--- src/rtl/conf_mix_pkg.sv ---
package conf_mix_pkg;
  localparam int LIN_W   = 14;
  localparam int PCM_W   = 8;
  localparam int SLOT_FW = 8;
  localparam logic [LIN_W-1:0] MU_BIAS = 14'd33;
  localparam logic [LIN_W-1:0] MU_CLIP = 14'd8158;

  typedef struct packed {
    logic               vld;
    logic [SLOT_FW-1:0] slot;
    logic [LIN_W-1:0]   lin;
    logic [LIN_W-1:0]   mag;
  } talker_t;

  // x displaces y: strictly louder, or equally loud from a lower slot
  function automatic logic louder(talker_t x, talker_t y);
    return !y.vld || (x.mag > y.mag) || (x.mag == y.mag && x.slot < y.slot);
  endfunction
endpackage

--- src/rtl/mulaw_expand.sv ---
module mulaw_expand import conf_mix_pkg::*; (
  input  logic [PCM_W-1:0] code_i,
  output logic [LIN_W-1:0] lin_o,
  output logic [LIN_W-1:0] mag_o
);
  logic [PCM_W-1:0] inv;
  logic [LIN_W-1:0] base, scaled;

  assign inv    = ~code_i;
  assign base   = {{(LIN_W-5){1'b0}}, inv[3:0], 1'b0} + MU_BIAS;
  assign scaled = base << inv[6:4];
  assign mag_o  = scaled - MU_BIAS;
  assign lin_o  = inv[7] ? (LIN_W'(0) - mag_o) : mag_o;
endmodule

--- src/rtl/mulaw_compress.sv ---
module mulaw_compress import conf_mix_pkg::*; (
  input  logic [LIN_W-1:0] lin_i,
  output logic [PCM_W-1:0] code_o
);
  logic [LIN_W-1:0] abs_v, clip_v, biased, shifted;
  logic [2:0]       seg;
  logic             unused_bits;

  assign abs_v  = lin_i[LIN_W-1] ? (LIN_W'(0) - lin_i) : lin_i;
  assign clip_v = (abs_v > MU_CLIP) ? MU_CLIP : abs_v;
  assign biased = clip_v + MU_BIAS;

  always_comb begin
    seg = '0;
    for (int i = 1; i < 8; i++) begin
      if (biased[i+5]) seg = 3'(i);
    end
  end

  assign shifted     = biased >> ({1'b0, seg} + 4'd1);
  assign code_o      = ~{lin_i[LIN_W-1], seg, shifted[3:0]};
  assign unused_bits = ^{shifted[LIN_W-1:4], biased[LIN_W-1]};
endmodule

--- src/rtl/talker_tracker.sv ---
module talker_tracker import conf_mix_pkg::*; (
  input  logic    clk_i,
  input  logic    rst_ni,
  input  logic    restart_i,
  input  logic    cand_vld_i,
  input  talker_t cand_i,
  output talker_t top_a_o,
  output talker_t top_b_o
);
  talker_t a_q, b_q, base_a, base_b, a_d, b_d;

  always_comb begin
    base_a = restart_i ? '0 : a_q;
    base_b = restart_i ? '0 : b_q;
    a_d    = base_a;
    b_d    = base_b;
    if (cand_vld_i) begin
      if (louder(cand_i, base_a)) begin
        b_d = base_a;
        a_d = cand_i;
      end else if (louder(cand_i, base_b)) begin
        b_d = cand_i;
      end
    end
  end

  always_ff @(posedge clk_i or negedge rst_ni) begin
    if (!rst_ni) begin
      a_q <= '0;
      b_q <= '0;
    end else begin
      a_q <= a_d;
      b_q <= b_d;
    end
  end

  assign top_a_o = a_q;
  assign top_b_o = b_q;
endmodule

--- src/rtl/mix_select.sv ---
module mix_select import conf_mix_pkg::*; (
  input  talker_t            a_i,
  input  talker_t            b_i,
  input  logic [SLOT_FW-1:0] slot_i,
  output logic [LIN_W-1:0]   lin_o
);
  logic [LIN_W-1:0]    la, lb, sat_v;
  logic signed [LIN_W:0] sum;

  assign la  = a_i.vld ? a_i.lin : '0;
  assign lb  = b_i.vld ? b_i.lin : '0;
  assign sum = $signed({la[LIN_W-1], la}) + $signed({lb[LIN_W-1], lb});

  always_comb begin
    if (sum[LIN_W] != sum[LIN_W-1])
      sat_v = sum[LIN_W] ? {1'b1, {(LIN_W-1){1'b0}}} : {1'b0, {(LIN_W-1){1'b1}}};
    else
      sat_v = sum[LIN_W-1:0];
  end

  always_comb begin
    if (a_i.vld && slot_i == a_i.slot)      lin_o = lb;
    else if (b_i.vld && slot_i == b_i.slot) lin_o = la;
    else                                    lin_o = sat_v;
  end
endmodule

--- src/rtl/conf_mixer.sv ---
module conf_mixer import conf_mix_pkg::*; #(
  parameter  int NUM_SLOTS = 32,
  localparam int SLOT_W    = $clog2(NUM_SLOTS)
) (
  input  logic                 clk_i,
  input  logic                 rst_ni,
  input  logic                 frame_start_i,
  input  logic                 valid_i,
  input  logic [SLOT_W-1:0]    slot_i,
  input  logic [PCM_W-1:0]     pcm_i,
  input  logic [NUM_SLOTS-1:0] member_mask_i,
  output logic                 out_valid_o,
  output logic [SLOT_W-1:0]    out_slot_o,
  output logic [PCM_W-1:0]     pcm_o
);
  logic                 restart, member;
  logic [NUM_SLOTS-1:0] mask_q, mask_eff;
  logic [LIN_W-1:0]     cand_lin, cand_mag, mix_lin;
  logic [PCM_W-1:0]     mix_code;
  talker_t              cand, run_a, run_b, pair_a_q, pair_b_q, act_a, act_b;

  assign restart  = frame_start_i & valid_i;
  assign mask_eff = restart ? member_mask_i : mask_q;
  assign member   = valid_i & mask_eff[slot_i];

  mulaw_expand u_exp (.code_i(pcm_i), .lin_o(cand_lin), .mag_o(cand_mag));

  assign cand = '{vld: member, slot: SLOT_FW'(slot_i), lin: cand_lin, mag: cand_mag};

  talker_tracker u_trk (
    .clk_i, .rst_ni,
    .restart_i(restart), .cand_vld_i(member), .cand_i(cand),
    .top_a_o(run_a), .top_b_o(run_b)
  );

  // completed frame's pair takes effect on the strobe slot itself
  assign act_a = restart ? run_a : pair_a_q;
  assign act_b = restart ? run_b : pair_b_q;

  mix_select u_mix (.a_i(act_a), .b_i(act_b), .slot_i(SLOT_FW'(slot_i)), .lin_o(mix_lin));

  mulaw_compress u_cmp (.lin_i(mix_lin), .code_o(mix_code));

  always_ff @(posedge clk_i or negedge rst_ni) begin
    if (!rst_ni) begin
      mask_q   <= '0;
      pair_a_q <= '0;
      pair_b_q <= '0;
    end else if (restart) begin
      mask_q   <= member_mask_i;
      pair_a_q <= run_a;
      pair_b_q <= run_b;
    end
  end

  always_ff @(posedge clk_i or negedge rst_ni) begin
    if (!rst_ni) begin
      out_valid_o <= 1'b0;
      out_slot_o  <= '0;
      pcm_o       <= 8'hFF;
    end else begin
      out_valid_o <= valid_i;
      if (valid_i) begin
        out_slot_o <= slot_i;
        pcm_o      <= member ? mix_code : pcm_i;
      end
    end
  end
endmodule

--- config.mk ---
export PLATFORM = sky130hd
export DESIGN_NAME = conf_mixer
export DESIGN_NICKNAME = d
export VERILOG_FILES = /design/src/rtl/conf_mix_pkg.sv /design/src/rtl/mulaw_expand.sv /design/src/rtl/mulaw_compress.sv /design/src/rtl/talker_tracker.sv /design/src/rtl/mix_select.sv /design/src/rtl/conf_mixer.sv
export SDC_FILE = /design/constraint.sdc
export NUM_CORES = 1
export LEC_CHECK = 0
export CORE_ASPECT_RATIO = 1.5
export CORE_MARGIN = 4
export CORE_UTILIZATION = 50
export DETAILED_ROUTE_END_ITERATION = 16
export PLACE_DENSITY = 0.68
export SYNTH_ARGS = -nofsm -noshare
export SYNTH_HDL_FRONTEND = slang
export SYNTH_SLANG_ARGS = --single-unit
--- constraint.sdc ---
create_clock -name clk_i -period 10 [get_ports clk_i]
set_clock_uncertainty 0.15 [all_clocks]
set_input_delay 2.5 -clock clk_i [delete_from_list [all_inputs] [get_ports clk_i]]
set_output_delay 2.5 -clock clk_i [all_outputs]
set_load 0.02 [all_outputs]
# == After elaboration in Yosys (flattened, before gate mapping) ==
# Index checks and enable logic that the tools add are counted.
# op_classes
add_sub_neg,7
n_lt_le_gt_ge,6
n_eq_ne,5
shift,2
mux,29
bitwise,4
reduce_logical,10
# ops
op,n
37-bit two-way mux,9
14-bit two-way mux,9
32-bit two-way mux,1
14-bit == test,2
14-bit greater-than comparator,2
"1-bit by 14-bit subtractor with 14-bit output, first input constant",2
5-bit by 8-bit == test with 1-bit output,2
5-bit by 8-bit less-than comparator with 1-bit output,2
8-bit inverter,2
14-bit by 14-bit adder with 15-bit output,1
"14-bit by 6-bit adder with 14-bit output, second input constant",1
"14-bit by 13-bit greater-than comparator with 1-bit output, second input constant",1
14-bit by 3-bit left shift with 14-bit output,1
14-bit by 4-bit >> shifter with 4-bit output,1
"14-bit by 6-bit subtractor with 14-bit output, second input constant",1
3-bit two-way mux,4
8-bit two-way mux,1
"5-bit by 6-bit adder with 7-bit output, second input constant",1
"5-bit by 6-bit less-than comparator with 1-bit output, second input constant",1
1-bit binary-select mux with 5-bit select,1
"3-bit by 1-bit adder with 4-bit output, second input constant",1
1-bit logical AND,4
1-bit logical OR,4
2-bit two-way mux,2
4 further kinds,7
# word_totals
ff_bits,194
input_bits,49
elab_cells,83

# == Longest topological paths before layout ==
# depth
word_depth,24
ltp_mapped,44
depth_no_buf,41

# == Hierarchy ==
# Synthesis repeated with hierarchy kept, for this count alone.
# hier_totals
cells_unflattened,1369
hier_area_um2,13808.2
# by_module_without_submodules
module,instances,cells_each,area_per_inst_um2,seq_area_each_um2
conf_mixer,1,371,5196.2,3012.9
talker_tracker,1,443,4608.2,1851.8
mulaw_compress,1,223,1670.4,0.0
mix_select,1,207,1461.4,0.0
mulaw_expand,1,125,872.1,0.0

# == Worst setup path before layout ==
# Ideal clock, no wire load.
# synth_path
path_kind,input port to flip-flop
startpoint,input frame_start_i
endpoint,register pcm_o[1]
arrival_time_ns,11.138
required_ns,9.770
setup_slack_ns,-1.367
stages,42
n_path_buf,5
path_cell_list,and2_1 -> buf_4 -> buf_2 -> mux2i_1 -> clkbuf_1 -> nor2_1 -> ha_1 -> o21ai_0 -> o21bai_1 -> o2111ai_1 -> a21boi_0 -> o21a_1 -> o21ai_0 -> nand2_1 -> a21o_1 -> xor2_1 -> ha_1 -> clkbuf_1 -> [... 6 more ...] -> a311oi_1 -> nand2_1 -> o31ai_1 -> a31oi_1 -> nor4_1 -> a31oi_1 -> nor2b_1 -> ha_1 -> clkbuf_1 -> o21a_1 -> o211a_1 -> o21ai_1 -> xnor2_1 -> o21ai_1 -> a21oi_1 -> mux2_2 -> a211o_1 -> a32o_1
# synth_between
elab_chain_len,24
elab_cells_between_ends,35
cone_classes,4 x add/sub; 1 x order compare; 3 x eq/ne; 1 x shift; 21 x mux; 3 x bitwise; 2 x reduce/logical
# synth_rtl
element,line,source
start: declaration,conf_mixer.sv:7,"input logic frame_start_i,"
1-bit bitwise AND *,conf_mixer.sv:22,assign restart = frame_start_i & valid_i;
37-bit two-way mux,-,
14-bit two-way mux (on tied branches),"mix_select.sv:10, mix_select.sv:11",
14-bit by 14-bit adder with 15-bit output,mix_select.sv:12,"assign sum = $signed({la[LIN_W-1], la}) + $signed({lb[LIN_W-1], lb});"
14-bit two-way mux or 1-bit != test (tied branches),"mix_select.sv:16, mix_select.sv:15",
14-bit two-way mux,mix_select.sv:15,if (sum[LIN_W] != sum[LIN_W-1])
14-bit two-way mux,mix_select.sv:23,else if (b_i.vld && slot_i == b_i.slot) lin_o = la;
14-bit two-way mux,mix_select.sv:22,if (a_i.vld && slot_i == a_i.slot) lin_o = lb;
[... 4 more ...],-,
14-bit by 6-bit adder with 14-bit output,mulaw_compress.sv:11,assign biased = clip_v + MU_BIAS;
1-bit two-way mux,mulaw_compress.sv:16,if (biased[i+5]) seg = 3'(i);
2-bit two-way mux (2 in series),mulaw_compress.sv:16,
3-bit two-way mux (4 in series),mulaw_compress.sv:16,
3-bit by 1-bit adder with 4-bit output,mulaw_compress.sv:20,"assign shifted = biased >> ({1'b0, seg} + 4'd1);"
14-bit by 4-bit >> shifter with 4-bit output,mulaw_compress.sv:20,
8-bit inverter,mulaw_compress.sv:21,"assign code_o = ~{lin_i[LIN_W-1], seg, shifted[3:0]};"
8-bit two-way mux *,conf_mixer.sv:65,pcm_o <= member ? mix_code : pcm_i;
end signal: assignment,conf_mixer.sv:65,
end: declaration,conf_mixer.sv:14,output logic [PCM_W-1:0] pcm_o
# Every way passes the cells marked *; elsewhere a longest branch is shown, timed or not. The select of a mux whose other input is x is not followed.
# A chain may end at the register's enable or synchronous reset.

# == Worst setup path in the final report ==
# layout_path
startpoint,input valid_i
endpoint,register pcm_o[2]
# layout_between
elab_chain_len,24
elab_cells_between_ends,35
cone_classes,4 x add/sub; 1 x order compare; 3 x eq/ne; 1 x shift; 21 x mux; 3 x bitwise; 2 x reduce/logical
# layout_rtl
element,line,source
start: declaration,conf_mixer.sv:8,"input logic valid_i,"
1-bit bitwise AND,conf_mixer.sv:22,
37-bit two-way mux,-,
14-bit two-way mux (on tied branches),"mix_select.sv:10, mix_select.sv:11",
14-bit by 14-bit adder with 15-bit output,mix_select.sv:12,
14-bit two-way mux or 1-bit != test (tied branches),"mix_select.sv:16, mix_select.sv:15",
14-bit two-way mux,mix_select.sv:15,
14-bit two-way mux,mix_select.sv:23,
14-bit two-way mux,mix_select.sv:22,
[... 4 more ...],-,
14-bit by 6-bit adder with 14-bit output,mulaw_compress.sv:11,
1-bit two-way mux,mulaw_compress.sv:16,
2-bit two-way mux (2 in series),mulaw_compress.sv:16,
3-bit two-way mux (4 in series),mulaw_compress.sv:16,
3-bit by 1-bit adder with 4-bit output,mulaw_compress.sv:20,
14-bit by 4-bit >> shifter with 4-bit output,mulaw_compress.sv:20,
8-bit inverter,mulaw_compress.sv:21,
8-bit two-way mux,conf_mixer.sv:65,
# Several ways; a longest one is shown, not always the timed one. The select of a mux whose other input is x is not followed.

==> flow_summary.ini <==
[setup_path]
critical_path_required_ns = 10.22
r2r-end = pcm_o[2]
reg2regPathDepth = 41
r2r-start = u_trk.top_b_o[36]
timing.critical_path.fanout_max = 6
reg2reg_slack_ns = 1.75
end_kind = flop
cp_top_family = compound AO/OA/AOI/OAI gates
critPathArrivalTime_ns = 10.15
cpPeakStageDelay_ns = 0.44
critPathLaunchType = input pin
crit_type = in2reg
cp_slowest_cell = or3_4
path_common_cell = o21ai_2
crit_buf_inv = 4

[logic_synthesis]
ys.flop_type = dfrtp_1
syn_area_um2 = 11800
syn_nets = 1544
synthTopCellsByArea = dfrtp_1 34%, nand2_1 9.9%, ha_1 6.2%
ys_seq_area_share_pct = 35.4
synth_edf_count = 0
ys_types = 83
synth_warnings = 0
synth_top_area_cell = dfrtp_1
ys_seq_elements = 166
synth_cells = 1436
async_flop_share_pct = 100
synth_top_area_share_pct = 33.6
syn_avg_cell_area_um2 = 8.18

[sta]
hold_viol_final = 0
finalSetupViolations = 0
finalWorstSetupSlack_ns = 0.0756
tightest_slew_ns = 1.08
max_freq_mhz = 101
fin_crit_ns = 9.92
min_period_over_period_pct = 99.2
slew-limit-headroom_pct = 27.6
hold_ws_ns = 0.318
final_max_slew_viol_count = 0
rsz0062_at_grt = yes
setup_total_negative_slack_ns = 0

[pwr]
ir_drop_v = 0.000175
p_leak_nw = 7.30
p_per_area_nw_per_um2 = 266

[floorplanning]
die_w_um = 133
initial_core_util_pct = 51.0
coreArea_um2 = 23100
dieArea_um2 = 26100
placementRows = 68
io_pins = 63
dieHeight_um = 196

[route]
firstDrtPassIters = 5
first_iter_violations = 697
num_vias = 11700
drc = 0
postRouteWirelength_um = 36400
wire_per_inst_um = 18.2
viasPerCell = 5.86
antenna_left = 0

[min_path]
min_from = mask_q[20]
holdPathStages = 2
hp-class = reg2reg
hold-path-endpoint = mask_q[20]

[cts]
clock_path_buffers = 2
cts_tree = yes
clkTransAtPathRegs_ns = 0.07
clk_latency_ns = 0.44
htree_num_levels = 4
cts_num_sinks = 166
numCtsBuffers = 17
clock-root-buffer = clkbuf_16

[job]
maxCapViolations = 0

[cells_and_area]
area_growth_syn_to_layout_pct = 29.9
fin_area_um2 = 15300
final_core_util_pct = 66.2
layout.nets = 1780
drive_gt1_share_pct = 23.3
antenna_cells = 0

[place]
routabilityCongestion = 0.948
placed_cell_area_um2 = 14200
hpwl_um = 27600
place_ws_ns = -1.19
port_buffers = 62

[grt]
antenna_found_initial = 0
grt_pass1_wl_um = 57800
grt_max_degree = 107
gr-usage-all-layers_pct = 27.4
grt_pass1_vias = 11600
overflow = 0

[run_status]
outcome = completed
synthesized netlist by cell type (11+ instances only):
library cell  count
clkbuf_1         52
a21o_1           13
a21oi_1          74
nand4_1          14
nand3_1          61
nor4_1           14
a211oi_1         12
a311oi_1         12
ha_1             58
nor2_1           88
xor2_1           13
or3_1            15
inv_1            49
o211ai_1         11
nand2_1         309
xnor2_1          36
a22oi_1          16
o21ai_0          96
and2_1           11
nand2b_1         11
mux2i_1          39
and3_1           14
a31oi_1          18
mux2_2           21
nor3_1           23
o21a_1           15
buf_1            12
o22ai_1          18
dfrtp_1         158
worst register-to-register path, delay by kind of cell (launching register included):
kind | cells | cell delay, ns
simple gates | 13 | 2.20
xor+xnor | 2 | 0.40
flops | 1 | 0.65
buf+inv | 4 | 0.40
compound gates | 18 | 3.58
fa+ha+maj | 4 | 0.83
final cells by class:
cell class	instances	area [um^2]
fillers	1960	7790
multi-input cells	1141	7540
clock inverters	8	77.6
well taps	315	394
inverters	54	204
clock buffers	22	464
flip-flops and latches	166	4160
repair buffers	292	2420
worst max path at each step:
stage | end | start | slack, ns | depth (start not counted)
2_1_floorplan | pcm_o[2] | frame_start_i | -0.44 | 43
3_3_place_gp | pcm_o[2] | frame_start_i | -1.06 | 38
3_5_place_dp | pcm_o[3] | frame_start_i | -1.19 | 38
4_1_cts | pcm_o[2] | valid_i | 0.04 | 43
5_1_grt | pcm_o[2] | valid_i | -0.35 | 39
6_report | pcm_o[2] | valid_i | 0.08 | 42
per-stage QoR:
step	cells	power, W
global route	1998	0.00435
finish	1998	0.00406
CTS	1984	0.00387
global placement	1947	0.00316
detailed placement	1947	0.00320
floorplan	1436	0.00224
cell usage in the layout, fill, tap and decap left out, drive strengths merged, types with 51 or more instances in the layout:
master / instances
a21oi: 74
buf: 233
clkdlybuf4s50: 59
dfrtp: 158
ha: 58
inv: 51
nand2: 311
nand3: 62
nor2: 88
o21ai: 103
per-layer routing:
metal	track usage (%)	wire [um]	vias to the layer above
met4	14.9	1870	0
li1	-	-	5619
met1	29.9	13800	5654
met5	0	0	-
met2	50.9	19500	311
met3	3.54	1160	117
kinds of logic after synthesis:
kind of cell | Yosys count | share of synthesized area (%)
adders and majority gates | 59 | 6.35
buffers and inverters | 130 | 4.32
muxes | 66 | 6.42
xor gates and xnor gates | 49 | 3.65
and+or+nand+nor | 592 | 22.7
AOI/OAI and AO/OA | 374 | 21.1
DFF | 166 | 35.4
registers in the layout, summed over array words and instances, names as in the netlist:
register       cells
u_trk.top_a_o     37
out_slot_o         5
pcm_o              8
out_valid_o        1
mask_q            32
u_trk.top_b_o     37
pair_a_q          23
pair_b_q          23
report_power, final:
group          total (W)  switching, W  internal, W
combinational    0.00248       0.00131      0.00118
sequential      0.000960      0.000111     0.000849
clock           0.000616      0.000265     0.000352
total            0.00406       0.00168      0.00238
what timing repair did:
item                       in CTS  in global routing
hold endpoints to repair        0                  0
pin swaps                      22                 35
setup endpoints to repair       7                  7
gates resized for setup        32                 51
hold buffers                    0                  0
cloned                          1                  0
setup buffers                   6                 15
(Power assumes the default switching activity.)
